[src/rtl/pfu_pkg.sv]
package pfu_pkg;

  typedef enum logic {
    PS_RUN  = 1'b0,
    PS_LOAD = 1'b1
  } ptr_state_e;

  typedef logic [1:0] push_cnt_t;

endpackage

[src/rtl/pfu_byteq.sv]
module pfu_byteq
  import pfu_pkg::*;
#(
  parameter int DEPTH = 4,
  localparam int CW = $clog2(DEPTH + 1)
) (
  input  logic          clk,
  input  logic          rst_n,
  input  logic          flush,
  input  push_cnt_t     push_n,
  input  logic [7:0]    push_lo,
  input  logic [7:0]    push_hi,
  input  logic          pop_req,
  output logic          out_valid,
  output logic [7:0]    out_data,
  output logic [CW-1:0] free
);

  localparam int IW = (DEPTH > 1) ? $clog2(DEPTH) : 1;

  logic [7:0]    slot [DEPTH];
  logic [IW-1:0] rd_i, wr_i;
  logic [CW-1:0] cnt;
  logic          do_pop;

  function automatic logic [IW-1:0] nxt(input logic [IW-1:0] i);
    return (i == IW'(DEPTH - 1)) ? '0 : i + 1'b1;
  endfunction

  assign out_valid = (cnt != '0);
  assign out_data  = slot[rd_i];
  assign free      = CW'(DEPTH) - cnt;
  assign do_pop    = pop_req && out_valid;

  always_ff @(posedge clk) begin
    if (!rst_n) begin
      rd_i <= '0;
      wr_i <= '0;
      cnt  <= '0;
    end else if (flush) begin
      rd_i <= '0;
      wr_i <= '0;
      cnt  <= '0;
    end else begin
      if (push_n == 2'd2)      wr_i <= nxt(nxt(wr_i));
      else if (push_n == 2'd1) wr_i <= nxt(wr_i);
      if (do_pop) rd_i <= nxt(rd_i);
      cnt <= cnt + CW'(push_n) - CW'(do_pop);
    end
  end

  always_ff @(posedge clk) begin
    if (!flush) begin
      if (push_n != 2'd0) slot[wr_i] <= push_lo;
      if (push_n == 2'd2) slot[nxt(wr_i)] <= push_hi;
    end
  end

  // a push never exceeds the space left in the queue
  p_push_fits_r3: assert property (@(posedge clk) disable iff (!rst_n)
    (push_n != 2'd0 && !flush) |-> (CW'(push_n) <= free));

endmodule

[src/rtl/pfu_shadow_ptr.sv]
module pfu_shadow_ptr
  import pfu_pkg::*;
#(
  parameter int                ADDR_W  = 16,
  parameter logic [ADDR_W-1:0] RST_PTR = 16'h0100
) (
  input  logic              clk,
  input  logic              rst_n,
  input  logic              reload,
  input  logic              beat_valid,
  input  logic [7:0]        beat_data,
  input  logic              take,
  input  logic              take_two,
  output logic [ADDR_W-1:0] ptr,
  output logic              running
);

  localparam int BEATS = ADDR_W / 8;
  localparam int BW    = (BEATS > 1) ? $clog2(BEATS) : 1;

  ptr_state_e        st;
  logic [BW-1:0]     beat_idx;
  logic [ADDR_W-1:0] stage, stage_nx;
  logic              last_beat;

  assign running   = (st == PS_RUN);
  assign last_beat = (beat_idx == BW'(BEATS - 1));

  always_comb begin
    stage_nx = stage;
    stage_nx[int'(beat_idx)*8 +: 8] = beat_data;
  end

  always_ff @(posedge clk) begin
    if (!rst_n) begin
      st       <= PS_RUN;
      ptr      <= RST_PTR;
      beat_idx <= '0;
      stage    <= '0;
    end else if (reload) begin
      st       <= PS_LOAD;
      beat_idx <= '0;
    end else begin
      case (st)
        PS_RUN: begin
          if (take) ptr <= ptr + (take_two ? ADDR_W'(2) : ADDR_W'(1));
        end
        PS_LOAD: begin
          if (beat_valid) begin
            stage <= stage_nx;
            if (last_beat) begin
              ptr <= stage_nx;
              st  <= PS_RUN;
            end else begin
              beat_idx <= beat_idx + 1'b1;
            end
          end
        end
        default: st <= PS_RUN;
      endcase
    end
  end

  // an accepted fetch result only arrives while the pointer is running
  p_take_running_r10: assert property (@(posedge clk) disable iff (!rst_n)
    take |-> running);

  // without a taken fetch or reload the pointer does not move
  p_ptr_hold_r7: assert property (@(posedge clk) disable iff (!rst_n)
    (running && !reload && !take) |=> (ptr == $past(ptr)));

endmodule

[src/rtl/pfu_mem_arb.sv]
module pfu_mem_arb #(
  parameter int ADDR_W = 16,
  parameter int CW     = 3
) (
  input  logic              clk,
  input  logic              rst_n,
  input  logic              reload,
  input  logic              dr_valid,
  input  logic [ADDR_W-1:0] dr_addr,
  input  logic              dr_word,
  input  logic              fetch_ok,
  input  logic [ADDR_W-1:0] fetch_addr,
  input  logic              fetch_wide,
  input  logic [CW-1:0]     free,
  output logic              mem_req,
  output logic [ADDR_W-1:0] mem_addr,
  output logic              mem_word,
  input  logic              mem_ack,
  output logic              dr_done,
  output logic              take,
  output logic              take_two
);

  logic              held_v, held_data, held_wide, held_stale;
  logic [ADDR_W-1:0] held_addr;
  logic              fetch_want, cur_valid, cur_data, cur_wide, cur_stale;
  logic [ADDR_W-1:0] cur_addr;
  logic [CW-1:0]     need;

  assign need       = fetch_wide ? CW'(2) : CW'(1);
  assign fetch_want = fetch_ok && (free >= need);

  always_comb begin
    if (held_v) begin
      cur_valid = 1'b1;
      cur_data  = held_data;
      cur_wide  = held_wide;
      cur_addr  = held_addr;
    end else if (dr_valid) begin
      cur_valid = 1'b1;
      cur_data  = 1'b1;
      cur_wide  = dr_word;
      cur_addr  = dr_addr;
    end else begin
      cur_valid = fetch_want;
      cur_data  = 1'b0;
      cur_wide  = fetch_wide;
      cur_addr  = fetch_addr;
    end
  end

  assign cur_stale = held_v && held_stale;
  assign mem_req   = cur_valid;
  assign mem_addr  = cur_addr;
  assign mem_word  = cur_wide;
  assign dr_done   = mem_req && mem_ack && cur_data;
  assign take      = mem_req && mem_ack && !cur_data && !cur_stale && !reload;
  assign take_two  = cur_wide;

  always_ff @(posedge clk) begin
    if (!rst_n) begin
      held_v     <= 1'b0;
      held_data  <= 1'b0;
      held_wide  <= 1'b0;
      held_stale <= 1'b0;
      held_addr  <= '0;
    end else if (mem_req && !mem_ack) begin
      held_v     <= 1'b1;
      held_data  <= cur_data;
      held_wide  <= cur_wide;
      held_addr  <= cur_addr;
      held_stale <= cur_stale || (reload && !cur_data);
    end else begin
      held_v     <= 1'b0;
      held_stale <= 1'b0;
    end
  end

  // an unacknowledged request keeps its address and width
  p_hold_req_r9: assert property (@(posedge clk) disable iff (!rst_n)
    (mem_req && !mem_ack) |=> (mem_req && $stable(mem_addr) && $stable(mem_word)));

endmodule

[src/rtl/pfu_top.sv]
module pfu_top
  import pfu_pkg::*;
#(
  parameter int              ADDR_W  = 16,
  parameter int              DEPTH   = 4,
  parameter logic [ADDR_W-1:0] RST_PTR = 16'h0100
) (
  input  logic              clk,
  input  logic              rst_n,
  input  logic              port_wide,
  input  logic              reload_start,
  input  logic              beat_valid,
  input  logic [7:0]        beat_data,
  output logic              ib_valid,
  output logic [7:0]        ib_data,
  input  logic              ib_ready,
  input  logic              dr_valid,
  input  logic [ADDR_W-1:0] dr_addr,
  input  logic              dr_word,
  output logic              dr_done,
  output logic [15:0]       dr_rdata,
  output logic              mem_req,
  output logic [ADDR_W-1:0] mem_addr,
  output logic              mem_word,
  input  logic              mem_ack,
  input  logic [15:0]       mem_rdata
);

  localparam int CW = $clog2(DEPTH + 1);

  logic [ADDR_W-1:0] ptr;
  logic              running, take, take_two, fetch_ok, fetch_wide;
  logic [CW-1:0]     free;
  push_cnt_t         push_n;

  assign fetch_ok   = running && !reload_start;
  assign fetch_wide = port_wide && !ptr[0];
  assign push_n     = take ? (take_two ? 2'd2 : 2'd1) : 2'd0;
  assign dr_rdata   = mem_rdata;

  pfu_shadow_ptr #(.ADDR_W(ADDR_W), .RST_PTR(RST_PTR)) u_ptr (
    .clk        (clk),
    .rst_n      (rst_n),
    .reload     (reload_start),
    .beat_valid (beat_valid),
    .beat_data  (beat_data),
    .take       (take),
    .take_two   (take_two),
    .ptr        (ptr),
    .running    (running)
  );

  pfu_mem_arb #(.ADDR_W(ADDR_W), .CW(CW)) u_arb (
    .clk        (clk),
    .rst_n      (rst_n),
    .reload     (reload_start),
    .dr_valid   (dr_valid),
    .dr_addr    (dr_addr),
    .dr_word    (dr_word),
    .fetch_ok   (fetch_ok),
    .fetch_addr (ptr),
    .fetch_wide (fetch_wide),
    .free       (free),
    .mem_req    (mem_req),
    .mem_addr   (mem_addr),
    .mem_word   (mem_word),
    .mem_ack    (mem_ack),
    .dr_done    (dr_done),
    .take       (take),
    .take_two   (take_two)
  );

  pfu_byteq #(.DEPTH(DEPTH)) u_q (
    .clk       (clk),
    .rst_n     (rst_n),
    .flush     (reload_start),
    .push_n    (push_n),
    .push_lo   (mem_rdata[7:0]),
    .push_hi   (mem_rdata[15:8]),
    .pop_req   (ib_ready),
    .out_valid (ib_valid),
    .out_data  (ib_data),
    .free      (free)
  );

  // the queue is empty right after a reload request
  p_flush_clears_r5: assert property (@(posedge clk) disable iff (!rst_n)
    reload_start |=> !ib_valid);

endmodule

[config.mk]
export PLATFORM = sky130hd
export DESIGN_NAME = pfu_top
export DESIGN_NICKNAME = d
export VERILOG_FILES = /design/src/rtl/pfu_pkg.sv /design/src/rtl/pfu_byteq.sv /design/src/rtl/pfu_shadow_ptr.sv /design/src/rtl/pfu_mem_arb.sv /design/src/rtl/pfu_top.sv
export SDC_FILE = /design/constraint.sdc
export NUM_CORES = 1
export LEC_CHECK = 0
export BUFFER_PORTS_ARGS = -buffer_cell sky130_fd_sc_hd__buf_2
export CORE_UTILIZATION = 57
export DETAILED_ROUTE_END_ITERATION = 8
export GPL_ROUTABILITY_DRIVEN = 0
export PLACE_DENSITY = 0.81
export SLEW_MARGIN = 20
export SYNTH_ARGS = -nofsm -noshare
export SYNTH_HDL_FRONTEND = slang
export SYNTH_SLANG_ARGS = --single-unit
[constraint.sdc]
create_clock -name clk -period 4.2 [get_ports clk]
set_input_delay 0.63 -clock clk [delete_from_list [all_inputs] [get_ports clk]]
set_output_delay 0.63 -clock clk [all_outputs]
set_load 0.005 [all_outputs]
; ---- Word level (Yosys, flattened, before mapping)
; Memories as Yosys holds them, arrays and structs flattened. A register that Yosys moved wholly into a read port is not among the register bits.
; Index checks and enable logic that the tools add are counted.
[totals]
ram_bits = 32
in_bits = 49
register_bits = 61
out_inout_bits = 44
memories = 1
[classes]
muxes = 36
order_cmp = 1
n_bitwise = 3
shift = 2
reduce_logical = 26
eq_ne = 8
addsub = 9
[mem_list]
columns = memory, words, width, read_ports, rd_clocked_by_memory_dff, write_ports, line
row1 = u_q.slot, 4, 8, 1, 1, 2, pfu_byteq.sv:21  ; logic [7:0] slot [DEPTH];
[ops]
columns = operator, count
row1 = $mux 16, 5
row2 = $neg 4->33, 1
row3 = $shift 8x33->16 const A, 1
row4 = $shiftx 8x33->16, 1
row5 = $pmux 16 s2, 1
row6 = $mux 2, 11
row7 = $mux 1, 18
row8 = $add 16x16->16, 1
row9 = $bwmux 16, 1
row10 = $logic_and 1x1->1, 12
row11 = $eq 2x2->1 const B, 4
row12 = $add 2x1->2 const B, 3
row13 = $logic_not 1->1, 5
row14 = $ne 2x2->1 const B, 2
row15 = $reduce_and 2->1, 2
row16 = $reduce_and 4->1, 1
row17 = $reduce_bool 2->1, 2
row18 = $add 3x2->3, 1
row19 = $ge 3x3->1, 1
row20 = $not 1->1, 3
row21 = $reduce_and 3->1, 1
row22 = $reduce_bool 3->1, 1
row23 = $sub 3x1->3, 1
row24 = $sub 3x3->3 const A, 1
row25 = 5 further kinds, 5

; ---- Depth between registers and ports, before layout
[logic_depth]
word_depth = 16
depth_mapped = 13
ltp_nobuf = 12

; ---- Hierarchy
; From an unflattened synthesis, not the netlist that was laid out.
[unflattened]
cells_unflattened = 552
hier_area_um2 = 5437.7
[by_module_without_submodules]
columns = mod, instances, cells_per_inst, seq_area_each_um2, area_each_um2
row1 = pfu_byteq, 1, 149, 1141.1, 2163.3
row2 = pfu_shadow_ptr, 1, 217, 620.6, 1774.2
row3 = pfu_mem_arb, 1, 166, 400.4, 1351.3
row4 = pfu_top, 1, 20, 0.0, 148.9

; ---- Worst setup path after synthesis
; Ideal clock, no wire load.
[synth_timing]
path_kind = input to register
from = in dr_valid
to = reg u_ptr.ptr[14]
path_slack_ns = 1.048
setup_time_ns = 0.059
stages = 10
arrival_time_ns = 3.093
path_buffers = 1
required_ns = 4.141
cell_sequence = or3b_2 a21oi_1 buf_2 inv_1 fa_1 nand3b_1 nor4_1 a31oi_1 nor3_1 o221a_2
[synth_rtl]
columns = item, line
row1 = from (decl), pfu_top.sv:17  ; input logic dr_valid,
row2 = $mux 1, pfu_mem_arb.sv:39  ; end else if (dr_valid) begin
row3 = $mux 1, pfu_mem_arb.sv:34  ; if (held_v) begin
row4 = net mem_word, pfu_top.sv:24  ; output logic mem_word,
row5 = $mux 2, pfu_shadow_ptr.sv:46  ; if (take) ptr <= ptr + (take_two ? ADDR_W'(2) : ADDR_W'(1));
row6 = $add 16x16->16, pfu_shadow_ptr.sv:46
row7 = $mux 16, pfu_shadow_ptr.sv:46
row8 = $pmux 16 s2, pfu_shadow_ptr.sv:44  ; case (st)
row9 = to (signal assigned), pfu_shadow_ptr.sv:46
row10 = to (signal assigned), pfu_shadow_ptr.sv:52  ; ptr <= stage_nx;
row11 = to (decl), pfu_shadow_ptr.sv:14  ; output logic [ADDR_W-1:0] ptr,
; The timed path passes the listed nets, and every way through them passes these cells. The select of a mux whose other input is x is not followed.
; A chain may end at the register's enable or synchronous reset.

; ---- Worst setup path after layout
[layout_timing]
from = in dr_valid
to = reg u_ptr.ptr[14]
[layout_via]
elab_chain_cells = 8
[layout_lines]
columns = item
row1 = branches (longest 8 deep; another with $add 16x16->16)
; Several ways; the timed one is not identified. The select of a mux whose other input is x is not followed.

==> flow_summary.toml <==
[status]
status = "completed"

[yosys]
syn_area_mm2 = 0.00540
synthFlopType = "dfxtp_1"
ys_ff_latch = 95
yosys_warnings = 0
syn-num-nets = 613
seq_area_frac_synth_pct = 41.2
syn_area_per_cell_um2 = 9.92
synth-async-reset-ratio_pct = 0
syn_inst = 544
synth_edf_count = 32
synthDistinctLibCells = 52

[power_and_ir_drop]
ir_worst_vdd_mv = 0.157
p_per_area_mw_per_mm2 = 320
p_leak_nw = 2.32

[cts]
cts-resized-gates = 0
clock_sinks = 95
h-tree-depth = 3
path_clk_slew_ns = 0.10
cts_tree = "yes"
clock_latency_ns = 0.37
post_cts_buffers = 0
postCtsHoldBufs = 0
root_buffer = "clkbuf_8"
cts_buffers = 9
ctsLongestPathBuffers = 2

[cells_and_area]
final_cell_mix = "buf_2, dfxtp_1, nor2_1"
antenna_cells = 0
fin_util_pct = 65.2
area_growth_pct = 11.1
drive_above_1_share_pct = 28.3
final_common_cell = "buf_2"
fin_nets = 675
fin_area_mm2 = 0.00599
final_cells = 722

[timing]
tns_ns = 0
fin_crit_ns = 3.03
skew_ns = 0.00699
max_slew.worst_pin.slew_ns = 0.977
slew_violations = 0
setup_viol = 0
rsz0062_at_grt = "no"
slew_headroom_pct = 34.8
fmax_mhz = 330
hold_ws_ns = 0.455
post-route-period-util_pct = 72.2
hold_viol = 0

[floorplan]
core_mm2 = 0.00920
initial_utilization_pct = 58.7
std_cell_rows = 35
die-area_mm2 = 0.00986
chipHeight_um = 99.3
dieWidth_um = 99.3
ios = 93

[setup_path]
arrival_ns = 3.35
critical_path.cell_chain = "buf_2, or3b_2, a21oi_1, inv_1, fa_1, nand3b_1, nor4_1, a31oi_1, nor3_1, o221a_2"
critPathKind = "input port to register"
endpoint_kind = "register"
crit_family = "simple AND/OR/NAND/NOR gates"
critical_path.max_stage_delay_ns = 0.51
path_buf_inv = 2
path_max_fanout = 21
critPathSlowestCell = "or3b_2"
start_kind = "input port"
worstPathRequired_ns = 4.52

[run]
drv_cap = 0

[global_routing]
grt_pass1_wl_um = 20000
grtUsageTotal_pct = 26.0
antenna_found_initial = 0
overflow = 0
grt_util_met1_pct = 36.4
grt_max_degree = 38
grt_pass1_vias = 4092
grt_use_met2_pct = 40.3
grtUsageMet3_pct = 4.57
grt_busiest_layer = "met2"

[route]
num_vias = 4348
routedWlPerCell_um = 17.1
viasPerCell = 6.02
drc = 0
routed_wl_um = 12300
drtIter0Drc = 348
first_pass_iters = 5
ant_nets = 0

[place]
placedCellCount = 706
io_buffers = 92
placed_area_mm2 = 0.00581
hpwl_um = 8940

[hold_path]
hold_path.class = "register to register"
## worst register-to-register path, cell delays in order, from the launching register on
cell and delay, ns:
dfxtp_1 0.32, inv_1 0.07, ha_1 0.30, ha_1 0.32
a211oi_2 0.14, nor3_4 0.44, nand2_1 0.16, ha_1 0.21
nor2_1 0.20, nand2_1 0.08, nand2_1 0.34
## flip-flops by register name (all words and copies together), names as in the netlist, named ones only
name              count
u_arb.held_addr      16
u_arb.held_data       1
u_ptr.beat_idx        1
u_q.slot             32
u_q.rd_i              2
u_ptr.st              1
u_arb.held_v          1
u_arb.held_stale      1
u_q.cnt               3
u_ptr.ptr            16
u_q.wr_i              2
u_ptr.stage          16
u_arb.held_wide       1
## Yosys cell counts (all sizes together), types with 5 or more instances
| library cell | number | area (um^2) |
|---|---|---|
| a21o | 6 | 45.0 |
| ha | 18 | 225 |
| nand2b | 7 | 43.8 |
| nor2 | 54 | 203 |
| nand2 | 49 | 184 |
| nor2b | 8 | 50.1 |
| mux4 | 8 | 180 |
| a211oi | 9 | 72.6 |
| buf | 28 | 175 |
| o21ai | 21 | 105 |
| o221a | 5 | 56.3 |
| a21oi | 20 | 100 |
| mux2 | 35 | 394 |
| nor3 | 13 | 76.3 |
| mux2i | 51 | 510 |
| clkbuf | 21 | 78.8 |
| o31ai | 8 | 60.1 |
| inv | 17 | 63.8 |
| nand3 | 12 | 80.1 |
| dfxtp | 63 | 1260 |
| a31oi | 12 | 75.1 |
| edfxtp | 32 | 961 |
## cells by family (layout without fill, tap and decap cells)
family	Yosys count	in the layout	share of synthesized area, %
AOI/OAI and AO/OA	102	102	12.9
xor gates and xnor gates	2	2	0.325
adders and majority gates	20	20	4.92
buffers and inverters	66	133	5.89
DFF	95	95	41.2
muxes	94	94	20.1
and+or+nand+nor	165	165	14.7
## cell type report
class | count | area [um^2]
clock buffer | 9 | 124
fill | 730 | 3200
inverter | 17 | 63.8
tap | 111 | 139
sequential | 95 | 2220
timing repair buffer | 100 | 520
multi-input combinational | 383 | 2860
clock inverter | 7 | 62.6
## stage by stage
stage	total power (W)	setup slack, ns
finish	0.00192	1.17
global route	0.00200	0.920
CTS	0.00192	1.21
detailed placement	0.00135	0.826
global placement	0.00134	0.958
floorplan	0.00124	1.05
## layer usage
| metal | vias to the layer above | share of wire [%] |
|---|---|---|
| li1 | 2102 | - |
| met1 | 2059 | 47 |
| met2 | 165 | 45 |
| met3 | 22 | 6.5 |
| met4 | 0 | 1.6 |
| met5 | - | 0 |
## final timing paths
kind / from / end / slack, ns / cells after the start
worst max-delay path: dr_valid / u_ptr.ptr[14] / 1.17 / 10
worst min-delay path: u_ptr.stage[9] / u_ptr.stage[9] / 0.46 / 2
worst max register to register: u_q.cnt[0] / u_q.slot[3][0] / 1.27 / 10
worst min register to register: u_ptr.stage[9] / u_ptr.stage[9] / 0.46 / 2
## where the power goes
part           internal (W)  total, W  leakage, nW  switching (W)
sequential         0.000978   0.00100        0.800      0.0000248
combinational      0.000144  0.000329         1.43       0.000185
clock              0.000227  0.000584       0.0938       0.000357
total               0.00135   0.00192         2.32       0.000566
(Power assumes the default switching activity.)
